## src/rtl/acq_pkg.sv

```systemverilog
package acq_pkg;
    typedef enum logic [2:0] {
        S_IDLE  = 3'd0,
        S_ARMED = 3'd1,
        S_DELAY = 3'd2,
        S_ACQ   = 3'd3,
        S_DONE  = 3'd4
    } acq_state_t;
endpackage

```

## src/rtl/acq_trig_front.sv

```systemverilog
// Start-event front end: synchronizer chain, edge detect, source select.
module acq_trig_front #(
    parameter int SYNC_STAGES = 2
) (
    input  logic clk,
    input  logic rst_n,
    input  logic ext_trig,
    input  logic pol_fall,
    input  logic src_hw,
    input  logic sw_trig,
    output logic start_evt
);
    // chain[0..SYNC_STAGES-1] synchronize, chain[SYNC_STAGES] holds previous value
    logic [SYNC_STAGES:0] chain;
    logic                 now_lvl;
    logic                 old_lvl;
    logic                 hw_evt;

    always_ff @(posedge clk) begin
        if (!rst_n) chain[0] <= 1'b0;
        else        chain[0] <= ext_trig;
    end

    for (genvar g = 1; g <= SYNC_STAGES; g++) begin : g_sync
        always_ff @(posedge clk) begin
            if (!rst_n) chain[g] <= 1'b0;
            else        chain[g] <= chain[g-1];
        end
    end

    assign now_lvl = chain[SYNC_STAGES-1];
    assign old_lvl = chain[SYNC_STAGES];

    always_comb begin
        if (pol_fall) hw_evt = old_lvl & ~now_lvl;
        else          hw_evt = now_lvl & ~old_lvl;
    end

    assign start_evt = src_hw ? hw_evt : sw_trig;
endmodule

```

## src/rtl/acq_delay_timer.sv

```systemverilog
// Microsecond prescaler plus microsecond counter; expire pulses on the last cycle.
module acq_delay_timer #(
    parameter int CLK_PER_US = 200,
    parameter int DELAY_W    = 32
) (
    input  logic               clk,
    input  logic               rst_n,
    input  logic               run,
    input  logic [DELAY_W-1:0] delay_us,
    output logic               expire
);
    localparam int PW = (CLK_PER_US > 1) ? $clog2(CLK_PER_US) : 1;
    localparam logic [PW-1:0] PRE_LAST = PW'(CLK_PER_US - 1);

    logic [PW-1:0]      pre_q;
    logic [DELAY_W-1:0] us_q;
    logic               us_tick;

    assign us_tick = run && (pre_q == PRE_LAST);

    always_ff @(posedge clk) begin
        if (!rst_n || !run)  pre_q <= '0;
        else if (us_tick)    pre_q <= '0;
        else                 pre_q <= pre_q + 1'b1;
    end

    always_ff @(posedge clk) begin
        if (!rst_n || !run) us_q <= '0;
        else if (us_tick)   us_q <= us_q + 1'b1;
    end

    assign expire = us_tick && (us_q == delay_us - 1'b1);

    // the timer never fires while it is stopped
    timer_idle_chk: assert property (@(posedge clk) disable iff (!rst_n)
        !run |-> !expire);
    // after a stop the prescaler restarts from zero
    pre_restart_chk: assert property (@(posedge clk) disable iff (!rst_n)
        !run |=> (pre_q == '0));
endmodule

```

## src/rtl/acq_beat_count.sv

```systemverilog
// Byte accumulator for one run; last is high on the beat that fills the size.
module acq_beat_count #(
    parameter int SIZE_W     = 32,
    parameter int BEAT_BYTES = 8
) (
    input  logic              clk,
    input  logic              rst_n,
    input  logic              clr,
    input  logic              inc,
    input  logic [SIZE_W-1:0] limit,
    output logic              last
);
    localparam int AW = SIZE_W + 1;
    localparam logic [AW-1:0] STEP = AW'(BEAT_BYTES);

    logic [AW-1:0] bytes_q;
    logic [AW-1:0] bytes_nx;

    assign bytes_nx = bytes_q + STEP;
    assign last     = inc && (bytes_nx >= {1'b0, limit});

    always_ff @(posedge clk) begin
        if (!rst_n || clr) bytes_q <= '0;
        else if (inc)      bytes_q <= bytes_nx;
    end

    // the total stays below the limit while the run is still open
    below_limit_chk: assert property (@(posedge clk) disable iff (!rst_n)
        (!clr && (limit != '0)) |-> (bytes_q < {1'b0, limit}));
endmodule

```

## src/rtl/acq_run_ctrl.sv

```systemverilog
module acq_run_ctrl #(
    parameter int CLK_PER_US  = 200,
    parameter int BEAT_BYTES  = 8,
    parameter int SYNC_STAGES = 2,
    parameter int DELAY_W     = 32,
    parameter int SIZE_W      = 32
) (
    input  logic               clk,
    input  logic               rst_n,
    input  logic               arm_cmd,
    input  logic               abort_cmd,
    input  logic               sw_trig,
    input  logic               trig_src_hw,
    input  logic               trig_pol_fall,
    input  logic               ext_trig,
    input  logic [DELAY_W-1:0] delay_us,
    input  logic [SIZE_W-1:0]  size_bytes,
    input  logic               sample_vld,
    output logic               wr_en,
    output logic               st_armed,
    output logic               st_delaying,
    output logic               st_acquiring,
    output logic               st_done
);
    import acq_pkg::*;

    acq_state_t         state_q;
    acq_state_t         state_d;
    logic [DELAY_W-1:0] cfg_delay_q;
    logic [SIZE_W-1:0]  cfg_size_q;
    logic               cfg_load;
    logic               start_evt;
    logic               dly_expire;
    logic               fill_last;
    logic               beat;

    acq_trig_front #(.SYNC_STAGES(SYNC_STAGES)) i_front (
        .clk       (clk),
        .rst_n     (rst_n),
        .ext_trig  (ext_trig),
        .pol_fall  (trig_pol_fall),
        .src_hw    (trig_src_hw),
        .sw_trig   (sw_trig),
        .start_evt (start_evt)
    );

    acq_delay_timer #(.CLK_PER_US(CLK_PER_US), .DELAY_W(DELAY_W)) i_timer (
        .clk      (clk),
        .rst_n    (rst_n),
        .run      (state_q == S_DELAY),
        .delay_us (cfg_delay_q),
        .expire   (dly_expire)
    );

    acq_beat_count #(.SIZE_W(SIZE_W), .BEAT_BYTES(BEAT_BYTES)) i_bytes (
        .clk   (clk),
        .rst_n (rst_n),
        .clr   (state_q != S_ACQ),
        .inc   (beat),
        .limit (cfg_size_q),
        .last  (fill_last)
    );

    assign cfg_load = arm_cmd && ((state_q == S_IDLE) || (state_q == S_DONE));

    always_ff @(posedge clk) begin
        if (!rst_n) begin
            cfg_delay_q <= '0;
            cfg_size_q  <= '0;
        end else if (cfg_load) begin
            cfg_delay_q <= delay_us;
            cfg_size_q  <= size_bytes;
        end
    end

    // State register
    always_ff @(posedge clk) begin
        if (!rst_n) state_q <= S_IDLE;
        else        state_q <= state_d;
    end

    // Transitions
    always_comb begin
        state_d = state_q;
        unique case (state_q)
            S_IDLE:  if (arm_cmd) state_d = S_ARMED;
            S_ARMED: begin
                if (abort_cmd)      state_d = S_IDLE;
                else if (start_evt) state_d = (cfg_delay_q == '0) ? S_ACQ : S_DELAY;
            end
            S_DELAY: begin
                if (abort_cmd)       state_d = S_IDLE;
                else if (dly_expire) state_d = S_ACQ;
            end
            S_ACQ:   if (abort_cmd || fill_last) state_d = S_DONE;
            S_DONE:  if (arm_cmd) state_d = S_ARMED;
            default: state_d = S_IDLE;
        endcase
    end

    // Outputs
    always_comb begin
        st_armed     = 1'b0;
        st_delaying  = 1'b0;
        st_acquiring = 1'b0;
        st_done      = 1'b0;
        unique case (state_q)
            S_IDLE:  ;
            S_ARMED: st_armed     = 1'b1;
            S_DELAY: st_delaying  = 1'b1;
            S_ACQ:   st_acquiring = 1'b1;
            S_DONE:  st_done      = 1'b1;
            default: ;
        endcase
        beat  = st_acquiring && sample_vld && !abort_cmd;
        wr_en = beat;
    end


    flags_onehot_chk: assert property (@(posedge clk) disable iff (!rst_n)
        $onehot0({st_armed, st_delaying, st_acquiring, st_done}));

    done_hold_chk: assert property (@(posedge clk) disable iff (!rst_n)
        (st_done && !arm_cmd) |=> st_done);

    arm_idle_chk: assert property (@(posedge clk) disable iff (!rst_n)
        (state_q == S_IDLE && arm_cmd) |=> st_armed);

    abort_acq_chk: assert property (@(posedge clk) disable iff (!rst_n)
        (st_acquiring && abort_cmd) |=> st_done);

    wr_gate_chk: assert property (@(posedge clk) disable iff (!rst_n)
        wr_en |-> (sample_vld && !abort_cmd));

    idle_still_chk: assert property (@(posedge clk) disable iff (!rst_n)
        (state_q == S_IDLE && !arm_cmd) |=> (state_q == S_IDLE));
endmodule

```

## config.mk

```make
export PLATFORM = sky130hd
export DESIGN_NAME = acq_run_ctrl
export DESIGN_NICKNAME = d
export VERILOG_FILES = /design/src/rtl/acq_pkg.sv /design/src/rtl/acq_trig_front.sv /design/src/rtl/acq_delay_timer.sv /design/src/rtl/acq_beat_count.sv /design/src/rtl/acq_run_ctrl.sv
export SDC_FILE = /design/constraint.sdc
export NUM_CORES = 1
export LEC_CHECK = 0
export BUFFER_PORTS_ARGS = -buffer_cell sky130_fd_sc_hd__buf_4
export CORE_MARGIN = 1
export CORE_UTILIZATION = 50
export DETAILED_ROUTE_END_ITERATION = 7
export PLACE_DENSITY = 0.69
export SETUP_SLACK_MARGIN = 0.15
export SLEW_MARGIN = 20
export SYNTH_ARGS = -nofsm -noshare
export SYNTH_HDL_FRONTEND = slang
export SYNTH_SLANG_ARGS = --single-unit
```

## constraint.sdc

```tcl
create_clock -name clk -period 5.2 [get_ports clk]
set_clock_uncertainty 0.15 [all_clocks]
set_input_delay 1.04 -clock clk [delete_from_list [all_inputs] [get_ports clk]]
set_output_delay 1.04 -clock clk [all_outputs]
set_load 0.03 [all_outputs]
```

==> results list, run 1 <==
* Area of the mapped netlist: 7810 um2
- Yosys mapped a number of flops with a built-in enable equal to 0.
- Detailed router's first-iteration violation count: 416
- Global routing used 23.2% of the available tracks across all layers.
- For the worst-skew pair, the clock arrives at the later sink with an insertion delay of 0.43 ns.
- Worst relative slew slack: 43.3%
- Count of cell types in the netlist: 66
- Total DRC errors in the routed layout: 0
* Launching element of the worst setup path: i_bytes.bytes_q[5]$_SDFFE_PP0P_
* Starting density of the core: 51.4%
* Worst Path Required: 5.37 ns
* Commonest cells after routing, fill and taps aside: nand2_1, dfxtp_1, a21oi_1
- Synthesis handed over a netlist of 1006 instances.
- Timing-limited maximum frequency: 241 MHz
- VDD sags by at most 245 uV.
* Cells resized by post-CTS repair: 0
* Kind of launch point of the worst setup path: flop
* Clock-pin slew of the registers on the worst-case setup and hold paths: 0.06 ns
* Crit-path max FO: 7
- Worst Setup End Kind: flop
- The number of cells on the worst reg-to-reg path is 14.
- The count of final hold-check violations is 0.
- Layout Nets: 1171
- Portion of the clock cycle consumed by the worst path in the final layout: 79.9%
* Sequential fraction of the synthesis area: 35.9%
* Total number of vias: 6838
- Clock tree synthesis found a total of 140 sinks.
- Hold Buf Count CTS: 0
- Num rows: 45
- First drt pass iteration count: 5
- Leaving out fill and tap cells, the most frequent cell in the layout is nand2_1.
- In this run, synthesis produced a sequential element count of 140.
- Final RePlAce weighted congestion: 0.869
- Number of max-capacitance violations reported: 0
* Routed Wire Length: 18.1 mm
* CTS Buf Count: 17
- Once detail routing completed, the nets flagged for antenna violations numbered 0.
- Slew @ Worst Pin: 0.844 ns
- In this run the count of I/O pins placed on the die edge is 78.
- The number of nets handed over by synthesis was 1113.
- Via count of the first global-routing pass: 6097
- In the synthesized netlist the async set-or-reset flop fraction comes to 0%.
* Area Overhead vs Synth: 16.5%
* Floorplan die width: 127 um
- The tree is rooted in a clkbuf_16.
* Number of antenna violations at the first check in global routing: 0
- The critical path is of the reg2reg type.
- In this run the number of H-tree levels came out at 4.
- The max-slew violation total from the final report was 0.
- GR Overflow Total: 0
* Setup_tns: 0 ns
- R2R setup slack: 1.04 ns
* Vert. Die Dim: 127 um
- LEAKAGE: 3.55 nW
- Launch instance of the worst register-to-register path: i_bytes.bytes_q[5]$_SDFFE_PP0P_
* Share of the synthesized area in the top cell type: 35.9%
- The min-delay analysis places its worst path in the category reg2reg.
* Fraction of final layout cells sized beyond drive strength 1: 12.5%
- Via density per instance: 5.41
- The biggest area contributor in the post-synthesis netlist is dfxtp_1.
* Final min period: 4.16 ns
* Per-instance average area after synthesis: 7.77 um2
* Number of buffers between clock root and the deepest sink: 2
- Setup repair after global routing missed its margin: false
- Dividing the detail-routed wire length by the instance count gives 14.3 um.
* Hold WS: 0.283 ns
- Largest net degree at the start of global routing: 67
- Terminus of the critical flop-to-flop path: state_q[0]$_SDFFE_PN0P_
- In the post-synthesis netlist, the biggest area contributors are dfxtp_1, nand2_1, xor2_1.
- In this run the standard cell core region covers 15200 um2.
- DP Wirelength: 12.7 mm
- Area enclosed by the die boundary: 16100 um2
- Yosys printed 0 warnings.
- The first global-routing pass estimated 29.9 mm of wire.
- Setup-violating endpoint count in the final report: 0
- Number of buffers inserted by port buffering: 77
- The critical path ends at state_q[0]$_SDFFE_PN0P_.
- Outcome: finished, final reports clean
* Antenna fix cells: 0
- Primary flip-flop cell chosen by synthesis mapping: dfxtp_1
- Dividing total power by cell area gives a power density of 309 nW/um2.
- Buffers added to address setup during post-CTS repair amount to 0.
- TritonCTS built the clock tree.
- Number of filler instances in the final layout: 1439
- Arrival time at the worst endpoint: 4.33 ns
## cells by family (layout without fill, tap and decap cells)
logic type                 count (synthesis)  count (layout)  synth area share, %
DFF                                      140             140                 35.9
muxes                                      3               3                0.400
and+or+nand+nor                          453             453                 27.6
AOI/OAI and AO/OA                        170             170                 12.9
buffers and inverters                     90             160                 4.63
adders and majority gates                 34              34                 5.45
xor gates and xnor gates                 116             116                 13.2
## state kept, by name, summed over array words and instances, names as in the netlist
register         cells
cfg_delay_q         32
cfg_size_q          32
i_timer.us_q        32
i_bytes.bytes_q     30
i_timer.pre_q        8
state_q              3
i_front.chain        1
i_front.now_lvl      1
i_front.old_lvl      1
## critical path: stages, from the launching register on
cell and delay (ns):
dfxtp_1 0.41, and4_1 0.26, nand3_1 0.10, or4_1 0.69, nor3_1 0.47, nand3_1 0.25
nor2_1 0.19, xor2_1 0.16, ha_1 0.26, nand4_1 0.15, nor3_1 0.07, a211o_1 0.30
o2bb2ai_1 0.13, nand3_1 0.15, a2111oi_2 0.31
## worst min path at each step
stage / endpoint / cells after the start / startpoint / slack [ns]
floorplan: i_front.now_lvl$_SDFF_PN0_ / 1 / i_front.chain[0]$_SDFF_PN0_ / 0.26
global route: i_front.now_lvl$_SDFF_PN0_ / 1 / i_front.chain[0]$_SDFF_PN0_ / 0.30
CTS: i_front.now_lvl$_SDFF_PN0_ / 1 / i_front.chain[0]$_SDFF_PN0_ / 0.29
finish: i_front.now_lvl$_SDFF_PN0_ / 1 / i_front.chain[0]$_SDFF_PN0_ / 0.28
detailed placement: i_front.now_lvl$_SDFF_PN0_ / 1 / i_front.chain[0]$_SDFF_PN0_ / 0.27
global placement: i_front.now_lvl$_SDFF_PN0_ / 1 / i_front.chain[0]$_SDFF_PN0_ / 0.27
## final cells by class
type	count	area, um2	share of cell area (%)
Sequential cell	140	2800	30.8
Clock inverter	7	138	1.51
Multi-Input combinational cell	776	4660	51.2
Inverter	46	173	1.90
Clock buffer	24	472	5.18
Tap cell	188	235	2.58
Timing Repair Buffer	83	623	6.85
## power by group
group	leakage, nW	internal (mW)	switching [mW]
registers	1.14	1.11	0.0439
clock network	0.294	0.823	0.444
logic	2.12	0.169	0.217
## through the flow
| step | cell area [um2] | cells | total power, mW | utilization [%] | worst slack (ns) |
|---|---|---|---|---|---|
| after floorplan | 7810 | 1006 | 1.44 | - | 1.52 |
| after global placement | 8490 | 1233 | 1.56 | 55.8 | 1.28 |
| after detailed placement | 8490 | 1233 | 1.56 | 55.8 | 1.13 |
| after CTS | 9100 | 1264 | 2.83 | 59.8 | 1.05 |
| after global routing | 9100 | 1264 | 2.93 | 59.9 | 0.803 |
| final | 9100 | 1264 | 2.81 | 59.9 | 1.04 |
## synthesized netlist by cell type, drive strengths merged, types with 2 or more instances
cell type	n
xor2	67
a2111oi	2
or3	29
inv	45
a21oi	97
a21o	10
ha	34
a221oi	2
o211ai	4
or4	8
a31oi	3
o21ai	25
and4	5
nand2	193
nand2b	6
dfxtp	140
and2	6
o31a	3
clkbuf	37
mux2i	2
nand3	37
buf	7
nor3b	3
a31o	3
o221ai	3
o2bb2ai	2
nor4b	3
o22ai	2
and3	13
and3b	2
o31ai	3
or2	2
a211oi	2
nand4	16
nor2	85
nor3	20
nor4	17
xnor2	48
a32o	2
or2b	2
o2111ai	2
## per-layer routing
layer | vias to the layer above | global-route usage, % | share of wire [%]
met1 | 3099 | 35.0 | 53
met2 | 163 | 33.0 | 41
met5 | - | 0 | 0
met3 | 19 | 4.36 | 4.4
met4 | 0 | 7.35 | 1.1
li1 | 3557 | - | -
Power figures use the tool's default switching activity.
==> run 2: changes to the inputs <==
PLACE_DENSITY = 0.72   (was 0.69)
clock period = 3.45 ns   (was 5.2 ns; I/O delays follow)
==> run 2 against run 1 <==
Effect of this change: core utilization increased by 3.6 points; via count increased by 6.0%; combinational power increased by 77%; global-route usage increased by 1.9 points; critical endpoint unchanged; largest cell class unchanged; highest routed layer unchanged.
==> results list, run 2 (synthesized netlist as in run 1, its figures left out) <==
- Top Registers: cfg_delay_q x32, cfg_size_q x32, i_timer.us_q x32
- Gate power share: 16.1%
* Outcome: finished, final reports clean
* Worst Setup End Kind: flop
- Final core utilization: 63.5%
- Least setup slack across all paths after layout: 0.108 ns
- Global routing usage summed across all routing layers: 25.1%
- Setup_tns: 0 ns
- Share of total power consumed by net switching: 27.7%
- Of the available clock period, the critical path in the final layout requires 96.9%.
- The library cells used most frequently in the layout, excluding fill and tap cells, are nand2_1, dfxtp_1, buf_4.
- Timing-limited maximum frequency: 299 MHz
- Total power after layout: 4.24 mW
* Cell area after placement: 8920 um2
- In this run the deepest clock path goes through 2 buffers.
- CTS root buf: clkbuf_16
- Worst Path Required: 3.62 ns
* Maximum ir drop on the vdd rail: 373 uV
- Floorplan die width: 127 um
- Detailed router's first-iteration violation count: 561
- The count of nets left with antenna violations once routing finished came out at 0.
- In this run, the clock network consumes 43.3% of the power.
* Worst min-delay path category: reg2reg
* Setup repair after global routing missed its margin: true
* WS Path Type: reg2reg
- The internal portion of the total power is 3.07 mW.
- TritonCTS built the clock tree.
* Leading cell type in the layout, fill and taps excluded: nand2_1
- Per report_power, the sequential group accounts for 40.6% of the total.
* Num rows: 45
- Number of placed instances with taps included: 1283
- The worst path in the final design needs a cycle of 3.34 ns, including I/O delays and setup.
- Of the cells placed in the final design, the portion with a size suffix greater than 1 is 19.2%.
- The tool flagged a number of max-cap violations equal to 0.
* DP Worst Slack: 0.000333 ns
- Clock-pin slew was measured on the worst setup and hold paths at 0.06 ns.
- In this run the static leakage power is 3.87 nW.
* Setup-violating endpoint count in the final report: 0
- Global-route wire length before repair: 32.2 mm
- Mean routed wirelength per cell: 14.9 um
* Total DRC errors in the routed layout: 0
- After routing the design area is 9650 um2.
- Dividing total power by cell area gives a power density of 439 nW/um2.
- The later pin in the worst-skew pair is clocked with a latency of 0.43 ns.
* Final count of pins violating max slew: 0
* Layout Nets: 1224
- For this configuration, the core starts out at a cell density of 51.4%.
- The H-tree was split into 4 levels.
- Final RePlAce weighted congestion: 0.878
- Crit-path max FO: 3
* DP Wirelength: 14.4 mm
* Vert. Die Dim: 127 um
- Final hold violations: 0
* Number of antenna violations at the first check in global routing: 0
- The finished layout holds 1318 standard cells, fillers aside.
- Hold Buf Count CTS: 0
- At the pin with the least slew margin, the transition time is 0.806 ns.
- Input and output buffers added on the ports amount to 77.
- Number of I/O pins: 78
- Via density per instance: 5.50
- Data on the critical path arrives at its endpoint at 3.51 ns.
- Area Overhead vs Synth: 23.6%
- GR Overflow Total: 0
- First drt pass iteration count: 6
* Core area: 15200 um2
- The number of antenna diodes in the final layout is 0.
- Worst relative slew slack: 46.2%
* Via count of the first global-routing pass: 6751
* Routed Wire Length: 19.7 mm
- Hold WS: 0.292 ns
* CTS Buf Count: 17
- The routed layout has 7251 vias.
- Summed over all nets, the switching power comes to 1.17 mW.
- CTS saw 140 sinks.
- The floorplan step defined a die boundary enclosing 16100 um2.
* Largest net degree at the start of global routing: 39
- STA classifies the critical path startpoint as a flop.
[run 2: changes by cell type in the layout (fill, tap and decap cells not counted), sizes merged]
cell	before	now
buf	83	136
clkbuf	24	18
inv	45	51
bufinv	4	2
clkinv	3	5
clkinvlp	1	2
[run 2: per-layer routing]
layer  GRT usage [%]  vias to the layer above  wire (um)
li1                -                     3670          -
met1            36.2                     3351       9980
met2            37.2                      202       8250
met3            4.65                       28       1120
met4            9.31                        0        301
met5               0                        -          0
[run 2: critical path: stages (launching register included)]
cell       delay, ns
dfxtp_1         0.31
or4_1           0.59
or3_2           0.53
a2111oi_4       0.36
o221ai_1        0.16
or4_1           0.46
nor4_2          0.33
a31oi_2         0.17
a2111oi_4       0.21
[run 2: power by group through the flow]
stage	combinational (mW)	clock (mW)	sequential (mW)
2_1_floorplan	0.434	0	1.75
3_3_place_gp	0.642	0	1.75
3_5_place_dp	0.651	0	1.76
4_1_cts	0.667	1.87	1.72
5_1_grt	0.750	1.94	1.73
6_report	0.683	1.84	1.72
[run 2: layout make-up]
class                           instances  area (um2)
Sequential cell                       140        2810
Inverter                               46         173
Timing Repair Buffer                  136        1020
Clock inverter                         14         155
Tap cell                              188         235
Fill cell                            1347        5550
Multi-Input combinational cell        776        4810
Clock buffer                           18         439
[run 2: worst paths after layout]
check / depth (start not counted) / end / slack [ns] / start
hold reg to reg: 1 / i_front.now_lvl$_SDFF_PN0_ / 0.29 / i_front.chain[0]$_SDFF_PN0_
setup reg to reg: 8 / state_q[0]$_SDFFE_PN0P_ / 0.11 / cfg_delay_q[5]$_SDFFE_PN0P_
hold / removal: 1 / i_front.now_lvl$_SDFF_PN0_ / 0.29 / i_front.chain[0]$_SDFF_PN0_
setup / recovery: 8 / state_q[0]$_SDFFE_PN0P_ / 0.11 / cfg_delay_q[5]$_SDFFE_PN0P_
[run 2: timing repair]
| item | 4_1_cts | 5_1_grt |
|---|---|---|
| endpoints found under the setup margin | 3 | 3 |
| resized for setup | 8 | 18 |
| pin swaps | 0 | 5 |
| buffers inserted | 1 | 2 |
| cloned | 0 | 0 |
==> run 3: changes to the inputs <==
SYNTH_HIERARCHICAL = 1   (was not set)
==> run 3 against run 2 <==
Effect of this change: sequential power barely moved; clock-buffer cell count fell by 1; highest routed layer unchanged; design area rose by 4.4%; worst hold slack got worse by 0.013 ns; sequential share of layout area fell by 1.0 points; first-iteration DRC count rose by 8.9%; area after synthesis rose by 5.4%; via count rose by 4.0%; total power rose by 2.5%; register-to-register slack improved by 0.05 ns.
==> results list, run 3 <==
- The run finished with clean final reports.
- The first global-routing pass estimated 33.3 mm of wire.
- Global routing finished with a remaining overflow of 0.
- Area enclosed by the die boundary: 17000 um2
- Post-synth EDFFs: 0
* Net count of the mapped netlist: 1130
* CTS root buf: clkbuf_16
- In this run the number of H-tree levels came out at 4.
- DP Wirelength: 14.5 mm
- In this run the tightest slew margin relative to its limit is 53.9%.
- Routed Wire Length: 20.3 mm
* Number of I/O pins: 78
- For this design the ratio of total power to cell area is 431 nW/um2.
- Setup repair after global routing could not meet its margin everywhere.
- Most frequent cells after synthesis: nand2_1, dfxtp_1, nor2_1
- The via count of the first global-routing pass was 6766.
- GR Util met3: 4.26%
- In the final layout, the registers with the most flip-flops are cfg_delay_q x32, cfg_size_q x32, i_timer/us_q x32.
- Area of the mapped netlist: 8240 um2
* Detailed router's first-iteration violation count: 611
- Hold Buf Count CTS: 0
- Met1 Track Usage GR: 37.2%
- Setup_tns: 0 ns
- Clock-pin slew was measured on the worst setup and hold paths at 0.06 ns.
* Crit-path max FO: 5
- TritonCTS created 17 clock buffers.
- Least setup slack across all paths after layout: 0.160 ns
- The synthesized design spends more area on one cell type than any other, namely dfxtp_1.
* Core area: 16000 um2
- Met2 usage: 37.0%
* Per-instance average area after synthesis: 8.04 um2
- Sequential cells were found to cover 34.0% of the synthesized design area.
- Num rows: 46
- By startpoint and endpoint, the worst setup path is classified as reg2reg.
- Data arrives at the worst endpoint at 3.50 ns.
- In the synthesized netlist, the number of instances is 1024.
- The die is 130 um tall.
- Number of max-capacitance violations reported: 0
* Flop and latch count out of synthesis: 140
- The detailed router placed 7540 vias in this run.
- The area growth from synthesis to layout is 22.4%.
* Via density per instance: 5.56
- Final hold violations: 0
- Worst Path Required: 3.66 ns
* Count of nets left with antenna violations after detail routing: 0
* TritonCTS sink count: 140
- After the last flow step, the layout net total stands at 1234.
* Worst min-delay path category: reg2reg
- In the final layout, the share of cells above drive strength 1 is 19.4%.
- Yosys synthesis warning count: 6
* GR peak layer: met1
- Final count of pins violating max slew: 0
- The filler cells instantiated in the layout total 1440.
- Entering global routing, the biggest net connects 66 pins.
* Footprint of the flip-flops and latches: 2830 um2
- At the placement stage, the worst setup path has a slack of 0.0197 ns.
- Final min period: 3.29 ns
* Clock latency reported for the late side of the worst-skew pair: 0.43 ns
* Primary flip-flop cell chosen by synthesis mapping: dfxtp_1
- TritonCTS built the clock tree.
- The initial utilization of the core area, before any placement, comes to 51.5%.
- Final standard cell count with taps included and fillers excluded: 1357
- For this run, the total global-route usage over all layers was measured as 25.0%.
* Count of cell types in the netlist: 75
- Share of the synthesized area in the top cell type: 34.0%
* Maximum ir drop on the vdd rail: 375 uV
- Setup-violating endpoint count in the final report: 0
- In this run, placement finished with an instance count of 1321.
- Slew @ Worst Pin: 0.691 ns
- Dividing the detail-routed wire length by the instance count gives 15.0 um.
- Yosys attributes the largest share of cell area to dfxtp_1, nand2_1, xor2_1.
- Number of buffers inserted by port buffering: 77
- The number of antenna violations at the first check in global routing was 0.
* Total DRC errors in the routed layout: 0
- Commonest cells after routing, fill and taps aside: nand2_1, dfxtp_1, buf_4
* Antenna fix cells: 0
- Timing-limited maximum frequency: 304 MHz
- For this run, the detailed router's first-pass iteration total came to 5.
* Kind of launch point of the worst setup path: flop
* LEAKAGE: 3.94 nW
* Portion of the clock cycle consumed by the worst path in the final layout: 95.4%
- Worst Setup End Kind: flop
- Area of the multi-input gates: 5190 um2
- For this run, asynchronously set or reset flops after synthesis account for 0%.
- Leading cell type in the layout, fill and taps excluded: nand2_1
- The die is 130 um wide.
- Number of buffers between clock root and the deepest sink: 2
* Most repeated cell in the gate-level netlist after synthesis: nand2_1
- At the end of routability-driven placement, the weighted congestion stood at 0.914.
[run 3: cell types whose count changed after synthesis, sizes merged, moves of 5 or more]
cell	previous run	this run
xor2	67	73
a21o	10	1
a21boi	1	64
a21oi	97	40
nor4	17	23
o21ai	25	31
and2	6	11
nand2	193	184
buf	7	19
nand4	16	34
clkbuf	37	24
[run 3: stage by stage]
step / total power, mW / util [%] / cell area (um2) / hold WS, ns
global placement: 2.39 / 57.9 / 9260 / 0.261
floorplan: 2.18 / - / 8280 / 0.256
detailed placement: 2.40 / 57.9 / 9270 / 0.270
finish: 4.35 / 63.0 / 10100 / 0.279
CTS: 4.37 / 62.3 / 9970 / 0.283
global route: 4.53 / 63.0 / 10100 / 0.307
[run 3: per-layer routing]
metal | share of wire (%) | routed length (um)
met1 | 51 | 10300
met2 | 43 | 8730
met3 | 5.0 | 1020
met4 | 1.5 | 297
met5 | 0 | 0
[run 3: path summary, 6_finish.rpt]
check / start / end / slack (ns) / depth (start not counted)
setup reg to reg: i_bytes/bytes_q[3]$_SDFFE_PP0P_ / state_q[0]$_SDFFE_PN0P_ / 0.16 / 14
hold reg to reg: i_front/chain[0]$_SDFF_PN0_ / i_front/now_lvl$_SDFF_PN0_ / 0.28 / 1
hold / removal: i_front/chain[0]$_SDFF_PN0_ / i_front/now_lvl$_SDFF_PN0_ / 0.28 / 1
setup / recovery: i_bytes/bytes_q[3]$_SDFFE_PP0P_ / state_q[0]$_SDFFE_PN0P_ / 0.16 / 14
[run 3: area by class of cell]
type / count / share of cell area (%)
clock buffers: 17 / 4.22
clock inverters: 15 / 2.10
inverters: 44 / 1.64
multi-input cells: 797 / 51.5
flip-flops and latches: 140 / 28.1
well taps: 216 / 2.68
repair buffers: 128 / 9.73
[run 3: timing repair]
item | in CTS | in global routing
pin swaps | 5 | 15
setup buffers | 2 | 2
endpoints found under the setup margin | 2 | 6
resized for setup | 13 | 28
[run 3: cells by family after synthesis]
family	after synthesis	share of synthesized area (%)
fa+ha+maj	33	5.01
xor+xnor	119	12.7
simple gates	475	29.6
flops	140	34.0
mux	6	0.775
buf+inv	87	4.83
compound gates	164	13.1
[run 3: power by group]
group,total (mW),switching (mW),internal [mW],leakage (nW)
logic,0.655,0.360,0.295,2.48
registers,1.72,0.0561,1.67,1.15
clock network,1.97,0.744,1.22,0.309
total,4.35,1.16,3.18,3.94
[run 3: critical path: stages (launching register included)]
cell     delay [ns]
dfxtp_4        0.40
ha_4           0.18
nand3_4        0.11
or3_4          0.37
nor2_1         0.16
xor2_1         0.17
ha_1           0.28
and4_1         0.21
a22oi_1        0.20
a31oi_1        0.16
a311o_1        0.33
mux2_4         0.27
nand2_1        0.06
o21ai_1        0.06
a21oi_1        0.13
